[config.mk]
export PLATFORM = sky130hd
export DESIGN_NAME = pvec_mode_unit
export DESIGN_NICKNAME = d
export VERILOG_FILES = /design/src/rtl/pvec_pkg.sv /design/src/rtl/pvec_elem_alu.sv /design/src/rtl/pvec_pres_test.sv /design/src/rtl/pvec_mode_unit.sv
export SDC_FILE = /design/constraint.sdc
export NUM_CORES = 1
export LEC_CHECK = 0
export ABC_AREA = 1
export BUFFER_PORTS_ARGS = -buffer_cell sky130_fd_sc_hd__buf_4
export CAP_MARGIN = 30
export CELL_PAD_IN_SITES_DETAIL_PLACEMENT = 1
export CELL_PAD_IN_SITES_GLOBAL_PLACEMENT = 1
export CORE_ASPECT_RATIO = 0.75
export CORE_MARGIN = 2
export CORE_UTILIZATION = 37
export DETAILED_ROUTE_END_ITERATION = 10
export GPL_TIMING_DRIVEN = 0
export PLACE_DENSITY_LB_ADDON = 0.15
export SYNTH_ARGS = -nofsm -noshare
export SYNTH_HDL_FRONTEND = slang
export SYNTH_SLANG_ARGS = --single-unit
export TNS_END_PERCENT = 50
[constraint.sdc]
create_clock -name clk -period 8.1 [get_ports clk]
set_input_delay 0.405 -clock clk [delete_from_list [all_inputs] [get_ports clk]]
set_output_delay 0.405 -clock clk [all_outputs]
set_load 0.05 [all_outputs]
[src/rtl/pvec_pkg.sv]
package pvec_pkg;
    localparam int ELEM_W_DEF = 16;
    localparam int MAX_VL_DEF = 8;
    localparam int CRW        = 4;
    localparam int CR_LT      = 3;
    localparam int CR_GT      = 2;
    localparam int CR_EQ      = 1;
    localparam int CR_OV      = 0;

    typedef enum logic [1:0] {
        MODE_ELEM = 2'b00,
        MODE_SAT  = 2'b01,
        MODE_FOLD = 2'b10,
        MODE_PRES = 2'b11
    } mode_e;

    typedef enum logic [1:0] {
        ST_IDLE = 2'd0,
        ST_RUN  = 2'd1,
        ST_DONE = 2'd2
    } state_e;
endpackage

[src/rtl/pvec_elem_alu.sv]
module pvec_elem_alu
    import pvec_pkg::*;
#(
    parameter int W = ELEM_W_DEF
) (
    input  logic [W-1:0]   a_i,
    input  logic [W-1:0]   b_i,
    input  logic           sub_i,
    input  logic           sat_i,
    input  logic           sgn_i,
    output logic [W-1:0]   res_o,
    output logic [CRW-1:0] cr_o
);
    logic [W:0]   wide;
    logic [W-1:0] wrap;
    logic         s_ovf;
    logic         u_ovf;

    always_comb begin
        wide  = sub_i ? ({1'b0, a_i} - {1'b0, b_i}) : ({1'b0, a_i} + {1'b0, b_i});
        wrap  = wide[W-1:0];
        u_ovf = wide[W];
        if (sub_i) s_ovf = (a_i[W-1] != b_i[W-1]) && (wrap[W-1] != a_i[W-1]);
        else       s_ovf = (a_i[W-1] == b_i[W-1]) && (wrap[W-1] != a_i[W-1]);
        res_o = wrap;
        if (sat_i) begin
            if (sgn_i && s_ovf)
                res_o = a_i[W-1] ? {1'b1, {(W-1){1'b0}}} : {1'b0, {(W-1){1'b1}}};
            else if (!sgn_i && u_ovf)
                res_o = sub_i ? '0 : '1;
        end
        cr_o[CR_LT] = res_o[W-1];
        cr_o[CR_GT] = !res_o[W-1] && (res_o != '0);
        cr_o[CR_EQ] = (res_o == '0);
        cr_o[CR_OV] = s_ovf;
    end

    // clamped results never move against the operation's direction
    always_comb begin
        if (sat_i && !sgn_i) begin
            if (!sub_i) p_usat_add_mono_r7: assert (res_o >= a_i);
            else        p_usat_sub_mono_r7: assert (res_o <= a_i);
        end
        if (sat_i && sgn_i && !sub_i && !b_i[W-1])
            p_ssat_add_mono_r6: assert ($signed(res_o) >= $signed(a_i));
    end
endmodule

[src/rtl/pvec_pres_test.sv]
module pvec_pres_test
    import pvec_pkg::*;
(
    input  logic [CRW-1:0] cr_i,
    input  logic           rc_i,
    input  logic [1:0]     sel_i,
    input  logic           inv_i,
    output logic           pass_o
);
    logic [1:0] bit_sel;

    always_comb begin
        bit_sel = rc_i ? sel_i : 2'(CR_EQ);
        pass_o  = cr_i[bit_sel] ^ inv_i;
    end
endmodule

[src/rtl/pvec_mode_unit.sv]
module pvec_mode_unit
    import pvec_pkg::*;
#(
    parameter int ELEM_W = ELEM_W_DEF,
    parameter int MAX_VL = MAX_VL_DEF
) (
    input  logic                       clk,
    input  logic                       rst_n,
    input  logic                       start_i,
    input  logic [4:0]                 mode_i,
    input  logic                       rc_i,
    input  logic                       sub_i,
    input  logic [$clog2(MAX_VL+1)-1:0] vl_i,
    input  logic [MAX_VL-1:0]          pred_i,
    input  logic [MAX_VL*ELEM_W-1:0]   src_a_i,
    input  logic [MAX_VL*ELEM_W-1:0]   src_b_i,
    output logic                       busy_o,
    output logic                       done_o,
    output logic [MAX_VL*ELEM_W-1:0]   dst_o,
    output logic [MAX_VL-1:0]          dst_we_o,
    output logic [MAX_VL*CRW-1:0]      cr_o,
    output logic [MAX_VL-1:0]          cr_we_o
);
    localparam int VLW  = $clog2(MAX_VL + 1);
    localparam int IDXW = $clog2(MAX_VL);

    state_e state_q, state_d;

    logic [IDXW-1:0]          idx_q, last_q, first_q, last_d, fold_idx;
    logic [4:0]               mode_q;
    logic                     rc_q, sub_q, found_q;
    logic [MAX_VL-1:0]        pred_q;
    logic [ELEM_W-1:0]        acc_q;
    logic [CRW-1:0]           cr_acc_q;
    logic [MAX_VL*ELEM_W-1:0] dst_q;
    logic [MAX_VL-1:0]        dst_we_q, cr_we_q;
    logic [MAX_VL*CRW-1:0]    cr_q;
    logic [VLW-1:0]           vl_clamp;

    mode_e             kind;
    logic              is_fold, pres_rc, sz, dz, pbit, zsrc, live, keep, pass, is_last;
    logic [ELEM_W-1:0] a_el, b_el, op_a, op_b, alu_res;
    logic [CRW-1:0]    alu_cr;

    // ---------------- state register ----------------
    always_ff @(posedge clk or negedge rst_n) begin
        if (!rst_n) state_q <= ST_IDLE;
        else        state_q <= state_d;
    end

    always_comb begin
        state_d = state_q;
        unique case (state_q)
            ST_IDLE: if (start_i) state_d = ST_RUN;
            ST_RUN:  if (is_last) state_d = ST_DONE;
            ST_DONE: state_d = ST_IDLE;
            default: state_d = ST_IDLE;
        endcase
    end

    // ---------------- outputs ----------------
    always_comb begin
        busy_o   = (state_q == ST_RUN);
        done_o   = (state_q == ST_DONE);
        dst_o    = dst_q;
        dst_we_o = dst_we_q;
        cr_o     = cr_q;
        cr_we_o  = cr_we_q;
    end

    // ---------------- element decode ----------------
    always_comb begin
        if (vl_i == '0)                 vl_clamp = VLW'(1);
        else if (vl_i > VLW'(MAX_VL))   vl_clamp = VLW'(MAX_VL);
        else                            vl_clamp = vl_i;
        last_d   = IDXW'(vl_clamp - VLW'(1));
        kind     = mode_e'(mode_q[1:0]);
        is_fold  = (kind == MODE_FOLD);
        pres_rc  = (kind == MODE_PRES) && rc_q;
        sz       = !pres_rc && mode_q[3];
        dz       = !pres_rc && mode_q[4];
        pbit     = pred_q[idx_q];
        is_last  = (idx_q == last_q);
        a_el     = src_a_i[idx_q*ELEM_W +: ELEM_W];
        b_el     = src_b_i[idx_q*ELEM_W +: ELEM_W];
        zsrc     = !pbit && sz && !is_fold;
        live     = pbit || zsrc;
        if (is_fold)   op_a = found_q ? acc_q : a_el;
        else if (zsrc) op_a = '0;
        else           op_a = a_el;
        op_b     = zsrc ? '0 : b_el;
        keep     = live && ((kind != MODE_PRES) || pass);
        fold_idx = found_q ? first_q : idx_q;
    end

    pvec_elem_alu #(.W(ELEM_W)) u_alu (
        .a_i(op_a), .b_i(op_b), .sub_i(sub_q),
        .sat_i(kind == MODE_SAT), .sgn_i(mode_q[2]),
        .res_o(alu_res), .cr_o(alu_cr)
    );

    pvec_pres_test u_test (
        .cr_i(alu_cr), .rc_i(rc_q), .sel_i(mode_q[4:3]),
        .inv_i(mode_q[2]), .pass_o(pass)
    );

    // ---------------- datapath ----------------
    always_ff @(posedge clk or negedge rst_n) begin
        if (!rst_n) begin
            idx_q <= '0; last_q <= '0; first_q <= '0; found_q <= 1'b0;
            mode_q <= '0; rc_q <= 1'b0; sub_q <= 1'b0; pred_q <= '0;
            acc_q <= '0; cr_acc_q <= '0;
            dst_q <= '0; dst_we_q <= '0; cr_q <= '0; cr_we_q <= '0;
        end else if (state_q == ST_IDLE && start_i) begin
            idx_q <= '0; last_q <= last_d; found_q <= 1'b0;
            mode_q <= mode_i; rc_q <= rc_i; sub_q <= sub_i; pred_q <= pred_i;
            dst_we_q <= '0; cr_we_q <= '0;
        end else if (state_q == ST_RUN) begin
            idx_q <= idx_q + 1'b1;
            if (is_fold) begin
                if (pbit) begin
                    acc_q    <= alu_res;
                    cr_acc_q <= alu_cr;
                    if (!found_q) begin
                        found_q <= 1'b1;
                        first_q <= idx_q;
                    end
                end
                if (is_last && (pbit || found_q)) begin
                    dst_q[fold_idx*ELEM_W +: ELEM_W] <= pbit ? alu_res : acc_q;
                    dst_we_q[fold_idx] <= 1'b1;
                    if (rc_q) begin
                        cr_q[fold_idx*CRW +: CRW] <= pbit ? alu_cr : cr_acc_q;
                        cr_we_q[fold_idx] <= 1'b1;
                    end
                end
            end else begin
                if (keep) begin
                    dst_q[idx_q*ELEM_W +: ELEM_W] <= alu_res;
                    dst_we_q[idx_q] <= 1'b1;
                end else if (dz) begin
                    dst_q[idx_q*ELEM_W +: ELEM_W] <= '0;
                    dst_we_q[idx_q] <= 1'b1;
                end
                if (live && rc_q) begin
                    cr_q[idx_q*CRW +: CRW] <= alu_cr;
                    cr_we_q[idx_q] <= 1'b1;
                end
            end
        end
    end

    // ---------------- assertions ----------------
    p_done_pulse_r2: assert property (@(posedge clk) disable iff (!rst_n)
        done_o |=> !done_o);
    p_done_after_run_r2: assert property (@(posedge clk) disable iff (!rst_n)
        done_o |-> $past(busy_o));
    p_clear_on_start_r2: assert property (@(posedge clk) disable iff (!rst_n)
        $rose(busy_o) |-> (dst_we_o == '0 && cr_we_o == '0));
    p_lane_bound_r12: assert property (@(posedge clk) disable iff (!rst_n)
        done_o |-> ((dst_we_o >> (int'(last_q) + 1)) == '0));
    p_fold_single_r8: assert property (@(posedge clk) disable iff (!rst_n)
        (done_o && is_fold) |-> ($countones(dst_we_o) <= 1));
    p_cr_needs_rc_r5: assert property (@(posedge clk) disable iff (!rst_n)
        (done_o && !rc_q) |-> (cr_we_o == '0));
endmodule

==> results of run 1 <==
-- state kept, by name (all words and copies together), names as in the netlist, 4 cells and up --
register	cells
acc_q	16
cr_acc_q	4
cr_o	32
cr_we_o	8
dst_o	128
dst_we_o	8
mode_q	5
pred_q	8
-- metal layers --
| metal | up-vias | GRT usage | routed length [um] |
|---|---|---|---|
| met3 | 144 | 0.103 | 9430 |
| met4 | 0 | 0.0765 | 2000 |
| met1 | 10700 | 0.580 | 43700 |
| li1 | 9604 | - | - |
| met2 | 1066 | 0.557 | 37800 |
| met5 | - | 0 | 0 |
-- stage by stage --
step | std cells | worst slack [ns] | setup TNS, ns | area (um2) | hold WS (ns)
2_1_floorplan | 2669 | 2.07 | 0 | 16700 | 0.109
3_3_place_gp | 3710 | -0.826 | -98.14 | 20800 | 0.465
3_5_place_dp | 3716 | -1.11 | -139.30 | 20900 | 0.384
4_1_cts | 3756 | 0.0507 | 0 | 21700 | 0.0534
5_1_grt | 3760 | 0.00879 | 0 | 21800 | 0.0775
6_report | 3760 | 0.373 | 0 | 21800 | 0.0623
-- synthesized netlist by cell type, drive strengths merged (3+ instances only) --
master,count
xor2,13
a21oi,93
nor3,20
a31oi,11
a32oi,5
buf,83
o21a,8
dfrtp,223
nor2,325
or2,3
nand3b,14
o22ai,12
a21o,3
xnor2,19
ha,23
inv,180
o2111a,4
clkbuf,80
a22oi,6
nand2,979
nand4,4
o221ai,16
a221oi,13
nand3,379
a211oi,3
o21ai,135
clkinv,3
-- worst paths after layout --
| kind | from | endpoint | slack (ns) |
|---|---|---|---|
| setup / recovery | idx_q[1] | dst_o[102] | 0.37 |
| hold / removal | pred_i[3] | pred_q[3] | 0.06 |
| setup reg to reg | idx_q[1] | dst_o[102] | 0.37 |
| hold reg to reg | dst_o[65] | dst_o[65] | 0.49 |
| max in group asynchronous | rst_n | dst_o[16] | 6.43 |
| min in group asynchronous | rst_n | cr_o[10] | 0.40 |
-- worst max-delay path: cells and delay by family, from the launching register on --
| kind | cells | cell delay [ns] |
|---|---|---|
| AND/OR/NAND/NOR | 22 | 2.72 |
| flip-flops | 1 | 0.59 |
| adder cells (fa/ha/maj) | 1 | 0.37 |
| buffers and inverters | 8 | 2.10 |
| AO/OA/AOI/OAI | 7 | 1.77 |
-- what timing repair did --
action	CTS	global route
buffers inserted	0	3
endpoints found under the hold margin	66	0
hold buffers	1	0
setup endpoints to repair	160	150
gates resized for setup	14	27
pin swaps	0	1
-- logic make-up (layout without fill, tap and decap cells) --
logic type / count (synthesis) / in the layout
fa+ha+maj: 24 / 24
compound gates: 316 / 316
xor+xnor: 32 / 32
buf+inv: 346 / 851
simple gates: 1728 / 1728
flops: 223 / 223
-- area by class of cell --
type / instances / area [um2]
plain buffers: 161 / 788
clock buffers: 33 / 694
clock inverters: 8 / 90.1
fillers: 6038 / 22700
inverters: 183 / 691
multi-input cells: 2100 / 9690
flip-flops and latches: 223 / 5580
well taps: 586 / 733
repair buffers: 466 / 3550
==> results by group, run 1 <==
Floorplanning
  – Core Region: 0.0445 mm2
  – Die height: 188 um
  – Die ar.: 0.0467 mm2
  – DIE WIDTH: 249 um
  – I/O pin cnt: 456
  – Initial Utilization: 0.374
  – # rows: 67

Route
  – Routed Antenna Nets: 0
  – Vias per cell: 5.72
  – Via count: 21500
  – DRC violations left: 0
  – Total wire length: 93.0 mm
  – Initial DRC Count: 2317
  – WL per Instance: 24.7 um
  – DRT Pass-1 Iters: 6

Synthesis
  – Yosys warning count: 0
  – Area leader, netlist: dfrtp_1
  – Cell area after synthesis: 0.0167 mm2
  – Synth top area share: 0.335
  – Synth Flop Type: dfrtp_1
  – Synth Area in Adders: 0.0185
  – Post-synthesis sequential area ratio: 0.335
  – Cell variety after synth: 49
  – Post-synthesis mux area share: 0
  – Syn nets: 2971
  – #FFs+latches synth: 223
  – Largest family of logic cells by synthesized area: simple AND/OR/NAND/NOR gates
  – EDFF count, synth: 0
  – Post-Synth Simple-Gate Area: 0.432
  – Post-synthesis compound-gate area fraction: 0.111
  – Async SR Flop Fraction: 1.00
  – Avg Cell Area, Syn: 6.24 um2
  – Cells after Synth: 2669
  – Top area cells in the synthesized netlist: dfrtp_1 (34%), nand2_1 (22%), nand3_1 (11%)
  – Xor-xnor portion of the synthesized cell area: 0.0168

Clock tree
  – Root Buffer: clkbuf_16
  – CTS max path bufs: 3
  – CTS Sinks: 223
  – Clk_lat worst skew: 0.56 ns
  – Num CTS Buffers: 24
  – Clock slew seen by the registers of the worst setup and hold paths: 0.07 ns
  – # H-tree levels: 1
  – CTS tree: built

Critical path
  – CP Capture Type: register
  – Crit path DAT: 8.16 ns
  – FF-to-FF path depth: 38
  – Most used cell, CP: nand2_1
  – Critical path's largest stage delay: 0.78 ns
  – Startpoint types: register
  – Crit Path Class: register to register
  – Slowest cell on crit path: clkbuf_1
  – Crit Path Max Fanout: 10
  – Required time of the critical path: 8.53 ns

STA
  – Fin. Hold Viols: 0
  – Tcrit/Tclk final: 0.954
  – Highest Clock Rate: 129 MHz
  – Number of setup violations in the final report: 0
  – Slew Limit Fails: 0
  – Min Tclk post-route: 7.73 ns
  – Relative slew slack: 0.265
  – Clock skew: 0.0229 ns
  – Tightest Pin Transition: 1.09 ns
  – Unrepaired setup endpoints after global routing: false

Finish
  – Final #Nets: 3461
  – Final Util: 0.490
  – Commonest cells after routing, fill and taps aside: nand2_1 (973), buf_4 (476), nand3_1 (367)
  – Syn-to-layout area delta: 31.0%
  – Layout cell share with drive strength beyond 1: 0.194
  – Most common cell after layout, fill and taps aside: nand2_1
  – # diodes: 0

Global route
  – Vias in the first global route: 21700
  – Total grt overflow: 0
  – Largest net degree at the start of global routing: 87
  – First-pass GRT wire length: 137 mm
  – Initial antenna violation count: 1
  – GRT Util Overall: 0.388

Min path
  – Hold Crit Class: input port to register
  – WHS Path Cells: 3

Placed design
  – RD Place Congestion: 1.03
  – Dpl hpwl: 75.7 mm
  – Port Buffer Count: 455

Status
  – Status: completed

Flow run
  – Max Cap Viol: 0
Power of run 1 is left out: the tool's default activity adds up to more than one toggle a clock period on the data nets, which glitch-free logic cannot reach.
==> run 2: changes to the inputs <==
ABC_AREA = 0   (was 1)
CORE_UTILIZATION = 40   (was 37)
==> results by group, run 2 <==
Finish
  – Syn-to-layout area delta: 35.1%
  – Layout cell share with drive strength beyond 1: 0.374 (+0.179)
  – Non-Filler Instances: 2603 (-31%)
  – Final instance area: 0.0208 mm2 (-4.8%)
  – # fillers: 4318 (-28%)
  – Final #Nets: 2375 (-31%)
  – Most common cell after layout, fill and taps aside: buf_4
  – Commonest cells after routing, fill and taps aside: buf_4 (473), dfrtp_1 (222), nand2_1 (147)
  – Number of flip-flops in the largest register: 128 (unchanged)
  – # diodes: 0 (unchanged)

STA
  – Tcrit/Tclk final: 0.980 (+0.0264)
  – Tightest Pin Transition: 1.13 ns (+0.0344 ns)
  – Unrepaired setup endpoints after global routing: false
  – Number of setup violations in the final report: 0 (unchanged)
  – Clock skew: 0.0215 ns (-0.00134 ns)
  – Slew Limit Fails: 0 (unchanged)
  – Post-route setup TNS: 0 ns (unchanged)
  – Relative slew slack: 0.241 (-0.0236)
  – Highest Clock Rate: 126 MHz (-2.7%)
  – Hold slack final: 0.0700 ns (+0.00777 ns)
  – Min Tclk post-route: 7.94 ns (+0.214 ns)
  – Fin. Hold Viols: 0 (unchanged)

Global route
  – Vias in the first global route: 16800 (-23%)
  – Total grt overflow: 0 (unchanged)
  – Largest net degree at the start of global routing: 91 (+4.6%)
  – Initial antenna violation count: 5 (+4)
  – GRT Util Overall: 0.369 (-0.0184)
  – First-pass GRT wire length: 111 mm (-19%)

Floorplanning
  – Die height: 174 um (-7.4%)
  – I/O pin cnt: 456 (unchanged)
  – Initial Utilization: 0.403 (+0.0294)
  – Core Region: 0.0381 mm2 (-14%)
  – # rows: 62 (-7.5%)
  – DIE WIDTH: 230 um (-7.5%)
  – Die ar.: 0.0400 mm2 (-14%)

Synthesis
  – Top area cells in the synthesized netlist: dfrtp_1 (36%), mux2_2 (9.8%), a32o_1 (8.4%)
  – Async SR Flop Fraction: 1.00 (unchanged)
  – Cell area after synthesis: 0.0154 mm2 (-7.7%)
  – Post-synthesis sequential area ratio: 0.363 (+0.0280)
  – Yosys warning count: 0 (unchanged)
  – Synth top area share: 0.363 (+0.0280)
  – Area leader, netlist: dfrtp_1
  – Syn nets: 1883 (-37%)
  – Cells after Synth: 1581 (-41%)
  – Synth Flop Type: dfrtp_1
  – Avg Cell Area, Syn: 9.72 um2 (+56%)
  – Commonest cells post-synth: dfrtp_1 (223), nor2_1 (153), nand2_1 (148)
  – EDFF count, synth: 0 (unchanged)
  – Most frequent cell after synthesis: dfrtp_1
  – Cell variety after synth: 78 (+59%)
  – #FFs+latches synth: 223 (unchanged)

Placed design
  – Dpl hpwl: 60.6 mm (-20%)
  – Placed Area: 0.0195 mm2 (-6.4%)
  – RD Place Congestion: 0.987 (-4.4%)
  – Dpl cells: 2556 (-31%)
  – Port Buffer Count: 455 (unchanged)

Critical path
  – Reg2reg start: idx_q[2]
  – Crit path DAT: 8.42 ns (+0.26 ns)
  – FF-to-FF path depth: 22 (-42%)
  – Crit Path Max Fanout: 10 (unchanged)
  – Reg2reg end: dst_o[74]
  – CP Capture Type: register
  – Critical Path Start: idx_q[2]
  – Required time of the critical path: 8.58 ns (+0.05 ns)
  – Crit Path Class: register to register
  – FF-to-FF setup slack: 0.16 ns (-0.21 ns)
  – Startpoint types: register

Min path
  – Hold EP: mode_q[2]
  – Hold Crit Class: input port to register
  – Hold path startpoint: mode_i[2]
  – WHS Path Cells: 3 (unchanged)

Route
  – Initial DRC Count: 1903 (-18%)
  – DRT Pass-1 Iters: 5 (-1)
  – Routed Antenna Nets: 0 (unchanged)
  – WL per Instance: 29.1 um (+18%)
  – Vias per cell: 6.34 (+11%)
  – Total wire length: 75.6 mm (-19%)
  – Via count: 16500 (-23%)
  – DRC violations left: 0 (unchanged)

Clock tree
  – Root Buffer: clkbuf_16
  – CTS tree: built
  – Clk_lat worst skew: 0.54 ns (-0.02 ns)
  – CTS Sinks: 223 (unchanged)
  – Num CTS Buffers: 24 (unchanged)
  – # H-tree levels: 1 (unchanged)
  – Clock slew seen by the registers of the worst setup and hold paths: 0.08 ns (about the same)
  – CTS max path bufs: 3 (unchanged)

Flow run
  – Max Cap Viol: 0 (unchanged)

Status
  – Status: completed
## run 2: cell types whose count changed in the layout (fill, tap and decap cells not counted), sizes merged, moves of 20 or more
cell and delta:
nand3 -363, nand2 -831, a21oi -23, buf -24, inv -152, mux2i +51
mux2 +160, o21ai -52, a211oi +21, nor2b +20, nor2 -171, mux4 +30
a32o +129
## run 2: area by class of cell
cell class                 count  area, um2  share of cell area
buffer                       128        698              0.0336
clock buffer                  31        678              0.0327
clock inverter                13        185             0.00892
inverter                      27        101             0.00488
multi-input combinational   1198       9290               0.447
sequential                   223       5580               0.269
tap                          512        641              0.0308
timing repair buffer         471       3590               0.173
## run 2: layer usage
| metal | wire (um) | vias to the layer above | GRT usage |
|---|---|---|---|
| li1 | - | 6999 | - |
| met3 | 8270 | 91 | 0.0972 |
| met2 | 31900 | 927 | 0.531 |
| met4 | 999 | 2 | 0.0543 |
| met5 | 13 | - | 0 |
| met1 | 34400 | 8484 | 0.563 |
## run 2: per-stage QoR
step	worst slack [ns]	utilization
CTS	0.0170	0.541
finish	0.159	0.545
global placement	-2.22	0.510
floorplan	0.872	-
detailed placement	-2.35	0.513
global route	0.0105	0.545
## run 2: kinds of logic (layout without fill, tap and decap cells)
family | Yosys count | after routing | share of synthesized area
AO/OA/AOI/OAI | 464 | 464 | 0.227
XOR/XNOR | 26 | 26 | 0.0148
adder cells (fa/ha/maj) | 24 | 24 | 0.0200
buffers and inverters | 160 | 670 | 0.0485
flip-flops | 223 | 223 | 0.363
multiplexers | 241 | 241 | 0.194
AND/OR/NAND/NOR | 443 | 443 | 0.132
## run 2: worst max-delay path: stages, from the launching register on
cell and delay [ns]:
dfrtp_1 0.44, buf_2 0.32, buf_2 0.40, buf_2 0.38
buf_2 0.46, clkbuf_2 0.43, mux4_2 0.36, mux2i_1 0.30
a211oi_1 0.14, ha_1 0.43, and2_1 0.25, o211ai_1 0.21
a211oi_1 0.59, or4_4 0.27, nand3_1 0.20, o41ai_2 0.49
buf_2 0.27, clkbuf_1 0.41, o21bai_1 0.54, nor2_1 0.12
nor2_2 0.41, a32o_1 0.27, mux2_2 0.17
## run 2: worst max path at each step
stage	endpoint
after detailed placement	dst_o[98]
after global routing	dst_o[19]
after global placement	dst_o[82]
after CTS	dst_o[45]
final	dst_o[74]
after floorplan	dst_o[54]
## run 2: repair_timing
| item | 4_1_cts | 5_1_grt |
|---|---|---|
| resized for setup | 46 | 42 |
| hold endpoints to repair | 51 | 0 |
| pin swaps | 2 | 4 |
| setup endpoints to repair | 187 | 143 |
| hold buffers | 1 | 0 |
| buffers inserted | 4 | 1 |
Power of run 2 is left out for the same reason.
